### config.mk
export PLATFORM = sky130hd
export DESIGN_NAME = opaddr_unit
export DESIGN_NICKNAME = d
export VERILOG_FILES = /design/src/rtl/opaddr_pkg.sv /design/src/rtl/opaddr_regfile.sv /design/src/rtl/opaddr_ea.sv /design/src/rtl/opaddr_seq.sv /design/src/rtl/opaddr_unit.sv
export SDC_FILE = /design/constraint.sdc
export NUM_CORES = 1
export LEC_CHECK = 0
export ABC_CLOCK_PERIOD_IN_PS = 12400
export BUFFER_PORTS_ARGS = -buffer_cell sky130_fd_sc_hd__buf_2
export CAP_MARGIN = 10
export CORE_ASPECT_RATIO = 0.6
export CORE_MARGIN = 5
export CORE_UTILIZATION = 25
export DETAILED_ROUTE_END_ITERATION = 6
export REMOVE_ABC_BUFFERS = 1
export SLEW_MARGIN = 10
export SYNTH_ARGS = -nofsm -noshare
export SYNTH_HDL_FRONTEND = slang
export SYNTH_SLANG_ARGS = --single-unit
### constraint.sdc
create_clock -name clk -period 12.4 [get_ports clk]
set_input_delay 1.24 -clock clk [delete_from_list [all_inputs] [get_ports clk]]
set_output_delay 1.24 -clock clk [all_outputs]
set_load 0.005 [all_outputs]
### src/rtl/opaddr_pkg.sv
package opaddr_pkg;

    localparam logic [3:0] AM_REG   = 4'd0;
    localparam logic [3:0] AM_IMM   = 4'd1;
    localparam logic [3:0] AM_DISP  = 4'd2;
    localparam logic [3:0] AM_RIND  = 4'd3;
    localparam logic [3:0] AM_IDX   = 4'd4;
    localparam logic [3:0] AM_ABS   = 4'd5;
    localparam logic [3:0] AM_MIND  = 4'd6;
    localparam logic [3:0] AM_PINC  = 4'd7;
    localparam logic [3:0] AM_PDEC  = 4'd8;
    localparam logic [3:0] AM_SCALE = 4'd9;

    typedef enum logic [2:0] {
        ST_IDLE,
        ST_READ1,
        ST_LOAD1,
        ST_READ2,
        ST_LOAD2,
        ST_WRITE,
        ST_FAULT
    } seq_state_e;

    function automatic logic mode_legal(input logic [3:0] m);
        return (m <= AM_SCALE);
    endfunction

    function automatic logic mode_no_mem(input logic [3:0] m);
        return (m == AM_REG) || (m == AM_IMM);
    endfunction

endpackage

### src/rtl/opaddr_regfile.sv
module opaddr_regfile #(
    parameter int W    = 32,
    parameter int NREG = 8,
    localparam int IW  = $clog2(NREG)
) (
    input  logic          clk,
    input  logic          rst_n,
    input  logic [IW-1:0] ra_idx,
    output logic [W-1:0]  ra_data,
    input  logic [IW-1:0] rb_idx,
    output logic [W-1:0]  rb_data,
    input  logic [IW-1:0] rc_idx,
    output logic [W-1:0]  rc_data,
    input  logic [IW-1:0] rp_idx,
    output logic [W-1:0]  rp_data,
    input  logic          wa_en,
    input  logic [IW-1:0] wa_idx,
    input  logic [W-1:0]  wa_data,
    input  logic          wb_en,
    input  logic [IW-1:0] wb_idx,
    input  logic [W-1:0]  wb_data
);

    logic [W-1:0] q [NREG];

    // Port B (destination sum) takes priority over port A (base update).
    for (genvar i = 0; i < NREG; i++) begin : g_ent
        always_ff @(posedge clk or negedge rst_n) begin
            if (!rst_n) begin
                q[i] <= '0;
            end else if (wb_en && (wb_idx == IW'(i))) begin
                q[i] <= wb_data;
            end else if (wa_en && (wa_idx == IW'(i))) begin
                q[i] <= wa_data;
            end
        end
    end

    assign ra_data = q[ra_idx];
    assign rb_data = q[rb_idx];
    assign rc_data = q[rc_idx];
    assign rp_data = q[rp_idx];

    // on a same-index collision the destination value survives
    a_r11_dest_wins: assert property (@(posedge clk) disable iff (!rst_n)
        (wa_en && wb_en && (wa_idx == wb_idx)) |=> (q[$past(wb_idx)] == $past(wb_data)));

endmodule

### src/rtl/opaddr_ea.sv
module opaddr_ea
    import opaddr_pkg::*;
#(
    parameter int W = 32
) (
    input  logic [3:0]   mode,
    input  logic [W-1:0] base,
    input  logic [W-1:0] index,
    input  logic [W-1:0] imm,
    input  logic [1:0]   size_sel,
    output logic [W-1:0] ea,
    output logic [W-1:0] base_next,
    output logic         base_upd
);

    logic [W-1:0] step;
    logic [W-1:0] scaled_idx;

    assign step       = W'(1) << size_sel;
    assign scaled_idx = index << size_sel;

    always_comb begin
        ea = base;
        case (mode)
            AM_DISP:  ea = imm + base;
            AM_IDX:   ea = base + index;
            AM_ABS:   ea = imm;
            AM_SCALE: ea = imm + base + scaled_idx;
            default:  ea = base;
        endcase
    end

    always_comb begin
        base_upd  = 1'b0;
        base_next = base;
        case (mode)
            AM_PINC: begin
                base_upd  = 1'b1;
                base_next = base + step;
            end
            AM_PDEC: begin
                base_upd  = 1'b1;
                base_next = base - step;
            end
            default: begin
                base_upd  = 1'b0;
                base_next = base;
            end
        endcase
    end

endmodule

### src/rtl/opaddr_seq.sv
module opaddr_seq
    import opaddr_pkg::*;
#(
    parameter int W = 32
) (
    input  logic         clk,
    input  logic         rst_n,
    input  logic         start,
    input  logic [3:0]   mode_in,
    input  logic [W-1:0] ea,
    input  logic [W-1:0] mem_rdata,
    output logic [3:0]   mode_q,
    output logic [W-1:0] opnd_q,
    output logic         mem_rd_en,
    output logic [W-1:0] mem_addr,
    output logic         wb_en,
    output logic         idle,
    output logic         done,
    output logic         illegal
);

    seq_state_e state, state_nx;
    logic       done_q, illegal_q;

    // state register
    always_ff @(posedge clk or negedge rst_n) begin
        if (!rst_n) state <= ST_IDLE;
        else        state <= state_nx;
    end

    // transitions
    always_comb begin
        state_nx = state;
        unique case (state)
            ST_IDLE: begin
                if (start) begin
                    if (!mode_legal(mode_in))      state_nx = ST_FAULT;
                    else if (mode_no_mem(mode_in)) state_nx = ST_WRITE;
                    else                           state_nx = ST_READ1;
                end
            end
            ST_READ1: state_nx = ST_LOAD1;
            ST_LOAD1: state_nx = (mode_q == AM_MIND) ? ST_READ2 : ST_WRITE;
            ST_READ2: state_nx = ST_LOAD2;
            ST_LOAD2: state_nx = ST_WRITE;
            ST_WRITE: state_nx = ST_IDLE;
            ST_FAULT: state_nx = ST_IDLE;
            default:  state_nx = ST_IDLE;
        endcase
    end

    // datapath registers
    always_ff @(posedge clk or negedge rst_n) begin
        if (!rst_n) begin
            mode_q    <= '0;
            opnd_q    <= '0;
            done_q    <= 1'b0;
            illegal_q <= 1'b0;
        end else begin
            if ((state == ST_IDLE) && start) mode_q <= mode_in;
            if ((state == ST_LOAD1) || (state == ST_LOAD2)) opnd_q <= mem_rdata;
            done_q    <= (state == ST_WRITE) || (state == ST_FAULT);
            illegal_q <= (state == ST_FAULT);
        end
    end

    // outputs
    always_comb begin
        mem_rd_en = 1'b0;
        mem_addr  = '0;
        wb_en     = 1'b0;
        unique case (state)
            ST_READ1: begin
                mem_rd_en = 1'b1;
                mem_addr  = ea;
            end
            ST_READ2: begin
                mem_rd_en = 1'b1;
                mem_addr  = opnd_q;
            end
            ST_WRITE: wb_en = 1'b1;
            default: begin
                mem_rd_en = 1'b0;
                mem_addr  = '0;
                wb_en     = 1'b0;
            end
        endcase
    end

    assign idle    = (state == ST_IDLE);
    assign done    = done_q;
    assign illegal = illegal_q;

    // second request points at the word returned by the first
    a_r6_chain_addr: assert property (@(posedge clk) disable iff (!rst_n)
        (state == ST_READ2) |-> (mem_addr == $past(mem_rdata)));

    // a request is always followed by a cycle without one
    a_r6_read_spacing: assert property (@(posedge clk) disable iff (!rst_n)
        mem_rd_en |=> !mem_rd_en);

    // retire pulse lasts one cycle
    a_r13_done_pulse: assert property (@(posedge clk) disable iff (!rst_n)
        done |=> !done);

    // an illegal retire is preceded by no memory request
    a_r12_no_read: assert property (@(posedge clk) disable iff (!rst_n)
        illegal |-> (done && !$past(mem_rd_en)));

    // a fault always reports
    a_r12_fault_flag: assert property (@(posedge clk) disable iff (!rst_n)
        (state == ST_FAULT) |=> (illegal && idle));

endmodule

### src/rtl/opaddr_unit.sv
module opaddr_unit
    import opaddr_pkg::*;
#(
    parameter int W    = 32,
    parameter int NREG = 8,
    localparam int IW  = $clog2(NREG)
) (
    input  logic          clk,
    input  logic          rst_n,
    input  logic          start,
    input  logic [3:0]    mode,
    input  logic [IW-1:0] rd_sel,
    input  logic [IW-1:0] base_sel,
    input  logic [IW-1:0] index_sel,
    input  logic [W-1:0]  imm,
    input  logic [1:0]    size_sel,
    output logic          mem_rd_en,
    output logic [W-1:0]  mem_addr,
    input  logic [W-1:0]  mem_rdata,
    output logic          busy,
    output logic          done,
    output logic          illegal,
    input  logic [IW-1:0] peek_sel,
    output logic [W-1:0]  peek_data
);

    logic [IW-1:0] rd_q, rs_q, rx_q;
    logic [W-1:0]  imm_q;
    logic [1:0]    sz_q;
    logic [3:0]    mode_q;
    logic [W-1:0]  opnd_q;
    logic [W-1:0]  base_val, idx_val, rd_val;
    logic [W-1:0]  ea, base_next, operand, sum;
    logic          base_upd, wb_en, idle;

    always_ff @(posedge clk or negedge rst_n) begin
        if (!rst_n) begin
            rd_q  <= '0;
            rs_q  <= '0;
            rx_q  <= '0;
            imm_q <= '0;
            sz_q  <= '0;
        end else if (idle && start) begin
            rd_q  <= rd_sel;
            rs_q  <= base_sel;
            rx_q  <= index_sel;
            imm_q <= imm;
            sz_q  <= size_sel;
        end
    end

    opaddr_regfile #(.W(W), .NREG(NREG)) u_rf (
        .clk     (clk),
        .rst_n   (rst_n),
        .ra_idx  (rs_q),
        .ra_data (base_val),
        .rb_idx  (rx_q),
        .rb_data (idx_val),
        .rc_idx  (rd_q),
        .rc_data (rd_val),
        .rp_idx  (peek_sel),
        .rp_data (peek_data),
        .wa_en   (wb_en && base_upd),
        .wa_idx  (rs_q),
        .wa_data (base_next),
        .wb_en   (wb_en),
        .wb_idx  (rd_q),
        .wb_data (sum)
    );

    opaddr_ea #(.W(W)) u_ea (
        .mode      (mode_q),
        .base      (base_val),
        .index     (idx_val),
        .imm       (imm_q),
        .size_sel  (sz_q),
        .ea        (ea),
        .base_next (base_next),
        .base_upd  (base_upd)
    );

    opaddr_seq #(.W(W)) u_seq (
        .clk       (clk),
        .rst_n     (rst_n),
        .start     (start),
        .mode_in   (mode),
        .ea        (ea),
        .mem_rdata (mem_rdata),
        .mode_q    (mode_q),
        .opnd_q    (opnd_q),
        .mem_rd_en (mem_rd_en),
        .mem_addr  (mem_addr),
        .wb_en     (wb_en),
        .idle      (idle),
        .done      (done),
        .illegal   (illegal)
    );

    always_comb begin
        case (mode_q)
            AM_REG:  operand = base_val;
            AM_IMM:  operand = imm_q;
            default: operand = opnd_q;
        endcase
    end

    assign sum  = rd_val + operand;
    assign busy = !idle;

endmodule

After elaboration in Yosys (flattened, before gate mapping)
Cells that the tools add are included.
{"block": "word_totals", "reg_bits": 340, "inputBits": 85, "elab_cells": 142, "out_inout_bits": 68}
{"block": "op_classes", "order_cmp": 5, "n_shift": 2, "reduce_logical": 37, "n_eq_ne": 30, "n_mux": 40, "n_addsub": 6, "n_bitwise": 4}
{"cell": "$mux 32", "n": 24}
{"cell": "$bmux 32 s3", "n": 4}
{"cell": "$pmux 32 s2", "n": 3}
{"cell": "$add 32x32->32", "n": 5}
{"cell": "$pmux 32 s4", "n": 1}
{"cell": "$eq 3x3->1 const B", "n": 11}
{"cell": "$shl 1x2->32 const A", "n": 1}
{"cell": "$shl 32x2->32", "n": 1}
{"cell": "$sub 32x32->32", "n": 1}
{"cell": "$eq 3x2->1 const B", "n": 6}
{"cell": "$logic_and 1x1->1", "n": 18}
{"cell": "$eq 4x3->1 const B", "n": 4}
{"cell": "$ge 4x4->1 const B", "n": 4}
{"cell": "$not 3->4", "n": 4}
{"cell": "$reduce_bool 2->1", "n": 8}
{"cell": "$pmux 3 s5", "n": 1}
{"cell": "$mux 3", "n": 4}
{"cell": "$eq 3x1->1 const B", "n": 3}
{"cell": "$logic_not 3->1", "n": 3}
{"cell": "$eq 4x1->1 const B", "n": 2}
{"cell": "$eq 4x4->1 const B", "n": 2}
{"cell": "$logic_not 4->1", "n": 2}
{"cell": "$eq 4x2->1 const B", "n": 1}
{"cell": "$le 4x4->1 const B", "n": 1}
{"cell": "5 further kinds", "n": 10}

Longest topological paths before layout
{"block": "logic_depth", "ltp_word": 8, "depth_mapped": 26, "ltp_nobuf": 24}

By module
A second synthesis with hierarchy kept.
{"block": "hier_totals", "cells_unflattened": 3390, "hier_area_um2": 35043.6}
{"mod": "opaddr_regfile", "cells_each": 1648, "n_inst": 1, "area_each_um2": 20558.5, "seq_area_each_um2": 6406.1}
{"mod": "opaddr_ea", "cells_each": 1102, "n_inst": 1, "area_each_um2": 8110.3, "seq_area_each_um2": 0.0}
{"mod": "opaddr_unit", "cells_each": 463, "n_inst": 1, "area_each_um2": 4116.4, "seq_area_each_um2": 1076.0}
{"mod": "opaddr_seq", "cells_each": 177, "n_inst": 1, "area_each_um2": 2258.4, "seq_area_each_um2": 1026.0}

Worst setup path before layout
Ideal clock, no wire load.
{"block": "synth_path", "path_type": "register to output", "startpoint": "register rs_q[0]", "endpoint": "output mem_addr[31]", "slack_ns": 5.146, "required_time_ns": 11.160, "path_buffers": 2, "path_stages_with_launch": 27, "arrival_time_ns": 6.014, "cell_sequence": "dfrtp_1 -> buf_2 -> buf_2 -> mux4_2 -> mux2_2 -> ha_1 -> fa_1 -> a211oi_1 -> o21ai_1 -> a31oi_1 -> o21ai_0 -> nand4_1 -> nand2_1 -> a21oi_1 -> xnor2_1 -> ha_1 -> o21ai_0 -> a22oi_1 -> inv_1 -> o31a_1 -> o31ai_1 -> a31oi_1 -> o31ai_1 -> a21oi_1 -> xnor3_1 -> nand2_1 -> a211oi_2"}
{"block": "synth_via", "elab_chain_cells": 8, "elab_cells_between_ends": 9, "classes_between": "add/sub (3); mux (5); bitwise (1)"}
{"item": "start: declaration", "line": "opaddr_unit.sv:27", "text": "logic [IW-1:0] rd_q, rs_q, rx_q;"}
{"item": "start signal: assignment", "line": "opaddr_unit.sv:45", "text": "rs_q <= base_sel;"}
{"item": "$not 3->4 (implied by the code) *", "line": "opaddr_regfile.sv:39", "text": "assign ra_data = q[ra_idx];"}
{"item": "$bmux 32 s3 *", "line": "opaddr_regfile.sv:39"}
{"item": "$mux 32 (implied by the code) * (2 in a row)", "line": "opaddr_regfile.sv:39"}
{"item": "$add 32x32->32", "line": "opaddr_ea.sv:25, opaddr_ea.sv:28"}
{"item": "$add 32x32->32", "line": "opaddr_ea.sv:28", "text": "AM_SCALE: ea = imm + base + scaled_idx;"}
{"item": "$pmux 32 s4 *", "line": "opaddr_ea.sv:24", "text": "case (mode)"}
{"item": "$pmux 32 s2 *", "line": "opaddr_seq.sv:72", "text": "unique case (state)"}
{"item": "end: declaration", "line": "opaddr_unit.sv:18", "text": "output logic [W-1:0] mem_addr,"}
Mark *: on every way between the ends. The rest lies on a longest branch, timed or not. The select of a mux whose other input is x is not followed.

Worst setup path after layout
Ends and elaborated chain as after synthesis.

==> run metrics <==
status=completed; Startpoint Class=flip-flop; final non-filler cell total=5257; CTS tree=yes; first-pass GRT wire length=199 mm; CORE AREA=129000 um^2; Final Slew Violations=0; GRT Total Usage=18.9%; Final Setup Violations=0; Hold WC Path Type=reg2reg; CP dominant cell by count=a21oi_1; Yosys reg bits=340; Final Cell Area=36500 um^2; Placement Cell Area=35300 um^2; vias in the first global route=28505; top_reg_cell synth=dfrtp_1; CTS Buf Count=35; drt via density=5.87; cells along the critical path=buf_4 -> buf_4 -> mux4_2 -> mux2i_1 -> inv_1 -> ha_1 -> a21oi_1 -> o21bai_1 -> nor3_1 -> o41ai_1 -> xor2_1 -> ha_1 -> a21o_1 -> a21oi_1 -> nor3b_1 -> o31ai_1 -> a31oi_1 -> o31ai_1 -> a21oi_1 -> xnor3_1 -> nand2_1 -> a211oi_2 -> buf_2; asr flop ratio synth=100%; Period minus WS final=9.94 ns; most frequent cells in the layout=350 x nand2_1, 345 x a21oi_1, 329 x dfrtp_1; worst skew pair latency=0.62 ns; setup total negative slack=0 ns; Routed WL per cell=26.2 um; Slowest-stage cell, CP=o41ai_1; initial DRC count=4718; total grt overflow=0; commonest non-fill, non-tap cell in the layout=nand2_1; Initial Util=25.3%; sequential element share of the synthesized area=26.0%; Antenna Nets Post-Route=0; YS warnings=0; Hold Buf Count CTS=0; fmax=0.101 GHz; chip width=477 um; clock tree buffer depth=3; 1st-pass router iterations=5; row cnt=102; Worst Path Required=11.16 ns; Fin. Hold Viols=0; largest net degree at the start of global routing=154; Chip Height=290 um; RSZ-0062 raised after global routing=false; library cells used by synthesis=90; Setup Buffers After CTS=0; Max stage delay on crit path=0.84 ns; Residual DRC=0; dpl hpwl=99.9 mm; DRT Wirelength=138 mm; family with the most delay on the worst path=compound AO/OA/AOI/OAI gates; Ant. Diodes=0; Final Wtd Congestion=0.956; IO Pins=153; H-tree depth=2; number of synthesized flops with an enable pin=0; syn_area_per_cell=9.32 um^2; Layout Area Growth over Synthesis=11.8%; Final #Nets=3761; Tcrit/Tclk final=80.1%; root buf cell=clkbuf_16; Clock transition at path regs=0.07 ns; Worst slew margin=8.24%; Die Area=138000 um^2; layout cells sized above 1=22.7%; max_cap viols=0; synthesized instance count=3508; initial antenna violation count=8; Critical path buffers and inverters=4; clock sinks=340; Crit Path Max Fanout=36; critical path type=reg2out; Crit. End Element=output pin; CTS resizes=0; Least-Margin Pin Slew=1.37 ns; arrival time worst endpoint=8.70 ns; Post-Synthesis Cell Area=32700 um^2; Via Count=30874; clock skew=0.0375 ns; number of port buffers=152; DP Cell Count=5193
-- kinds of logic (layout without fill, tap and decap cells) --
family	count (synthesis)	in the layout	synth area share (%)
AOI/OAI and AO/OA	1147	1147	21.7
and+or+nand+nor	856	856	11.2
muxes	544	544	27.2
DFF	340	340	26.0
buffers and inverters	320	353	3.74
adders and majority gates	161	161	6.28
xor gates and xnor gates	140	140	3.88
-- state kept, by name, summed over array words and instances, names as in the netlist --
signal         cells
imm_q             32
u_seq.done         1
rs_q               3
u_seq.mode_q       4
rd_q               3
rx_q               3
u_seq.opnd_q      32
sz_q               2
u_seq.illegal      1
u_seq.state        3
u_rf.q           256
-- layer usage --
layer | vias to the layer above | part of all wire [%] | global-route usage [%]
li1 | 13341 | - | -
met2 | 2090 | 39 | 25.5
met4 | 4 | 2.5 | 3.99
met3 | 208 | 14 | 6.51
met1 | 15231 | 45 | 28.7
met5 | - | 0.020 | 0
-- synthesized netlist by cell type (5+ instances only) --
| cell type | n | area, um^2 |
|---|---|---|
| nor2_1 | 302 | 1130 |
| a21boi_0 | 5 | 37.5 |
| or3_1 | 6 | 37.5 |
| dfrtp_1 | 340 | 8510 |
| a21o_1 | 69 | 518 |
| a221o_1 | 9 | 90.1 |
| a31oi_1 | 33 | 206 |
| nor2b_1 | 20 | 125 |
| fa_1 | 5 | 100 |
| o21ai_0 | 326 | 1630 |
| nor4_1 | 6 | 37.5 |
| a211oi_1 | 87 | 653 |
| mux4_2 | 256 | 5770 |
| nand3_1 | 39 | 195 |
| o21ai_1 | 25 | 125 |
| a221oi_1 | 21 | 184 |
| buf_1 | 34 | 128 |
| nor3b_1 | 6 | 45.0 |
| inv_1 | 67 | 251 |
| o31ai_2 | 5 | 62.6 |
| or2_2 | 6 | 37.5 |
| xor2_1 | 56 | 490 |
| a22oi_1 | 27 | 203 |
| o211ai_1 | 47 | 353 |
| a21oi_1 | 345 | 1730 |
| clkbuf_1 | 201 | 754 |
| mux2i_1 | 100 | 1000 |
| and2_1 | 12 | 75.1 |
| and3_1 | 7 | 43.8 |
| o21bai_1 | 17 | 128 |
| nand4_1 | 18 | 113 |
| ha_1 | 156 | 1950 |
| o31a_1 | 5 | 43.8 |
| mux2_2 | 187 | 2110 |
| nor3_1 | 42 | 210 |
| o22ai_1 | 26 | 163 |
| a211oi_2 | 8 | 100 |
| xnor2_1 | 79 | 692 |
| nand2b_1 | 25 | 156 |
| buf_2 | 16 | 80.1 |
| o21a_1 | 21 | 158 |
| and4_1 | 5 | 43.8 |
| o31ai_1 | 9 | 67.6 |
| nand2_1 | 351 | 1320 |
-- per-stage QoR --
| step | worst slack [ns] | hold WS [ns] | utilization (%) |
|---|---|---|---|
| floorplan | 3.24 | 0.498 | - |
| global placement | 3.40 | 0.523 | 27.3 |
| detailed placement | 3.39 | 0.527 | 27.3 |
| CTS | 2.70 | 0.541 | 28.2 |
| global route | 2.02 | 0.559 | 28.2 |
| finish | 2.46 | 0.536 | 28.2 |
-- final timing paths --
| kind | startpoint | to | slack (ns) | cells after the start |
|---|---|---|---|---|
| setup / recovery | rs_q[0] | mem_addr[31] | 2.46 | 23 |
| hold / removal | u_seq.opnd_q[17] | u_seq.opnd_q[17] | 0.54 | 1 |
| setup reg to reg | rs_q[0] | u_rf.q[63] | 5.66 | 17 |
| hold reg to reg | u_seq.opnd_q[17] | u_seq.opnd_q[17] | 0.54 | 1 |
| max in group asynchronous | rst_n | rd_q[2] | 9.35 | 3 |
| min in group asynchronous | rst_n | u_seq.opnd_q[26] | 0.57 | 1 |
-- layout make-up --
class                   instances  area (um^2)
fillers                     13694        92900
multi-input cells            2848        23100
flip-flops and latches        340         8530
well taps                    1716         2150
repair buffers                222         1320
clock buffers                  50         1030
inverters                      68          255
clock inverters                13          141
Power is not shown: default switching activity piles up to over one toggle a cycle in this logic, so the estimate is an artifact.
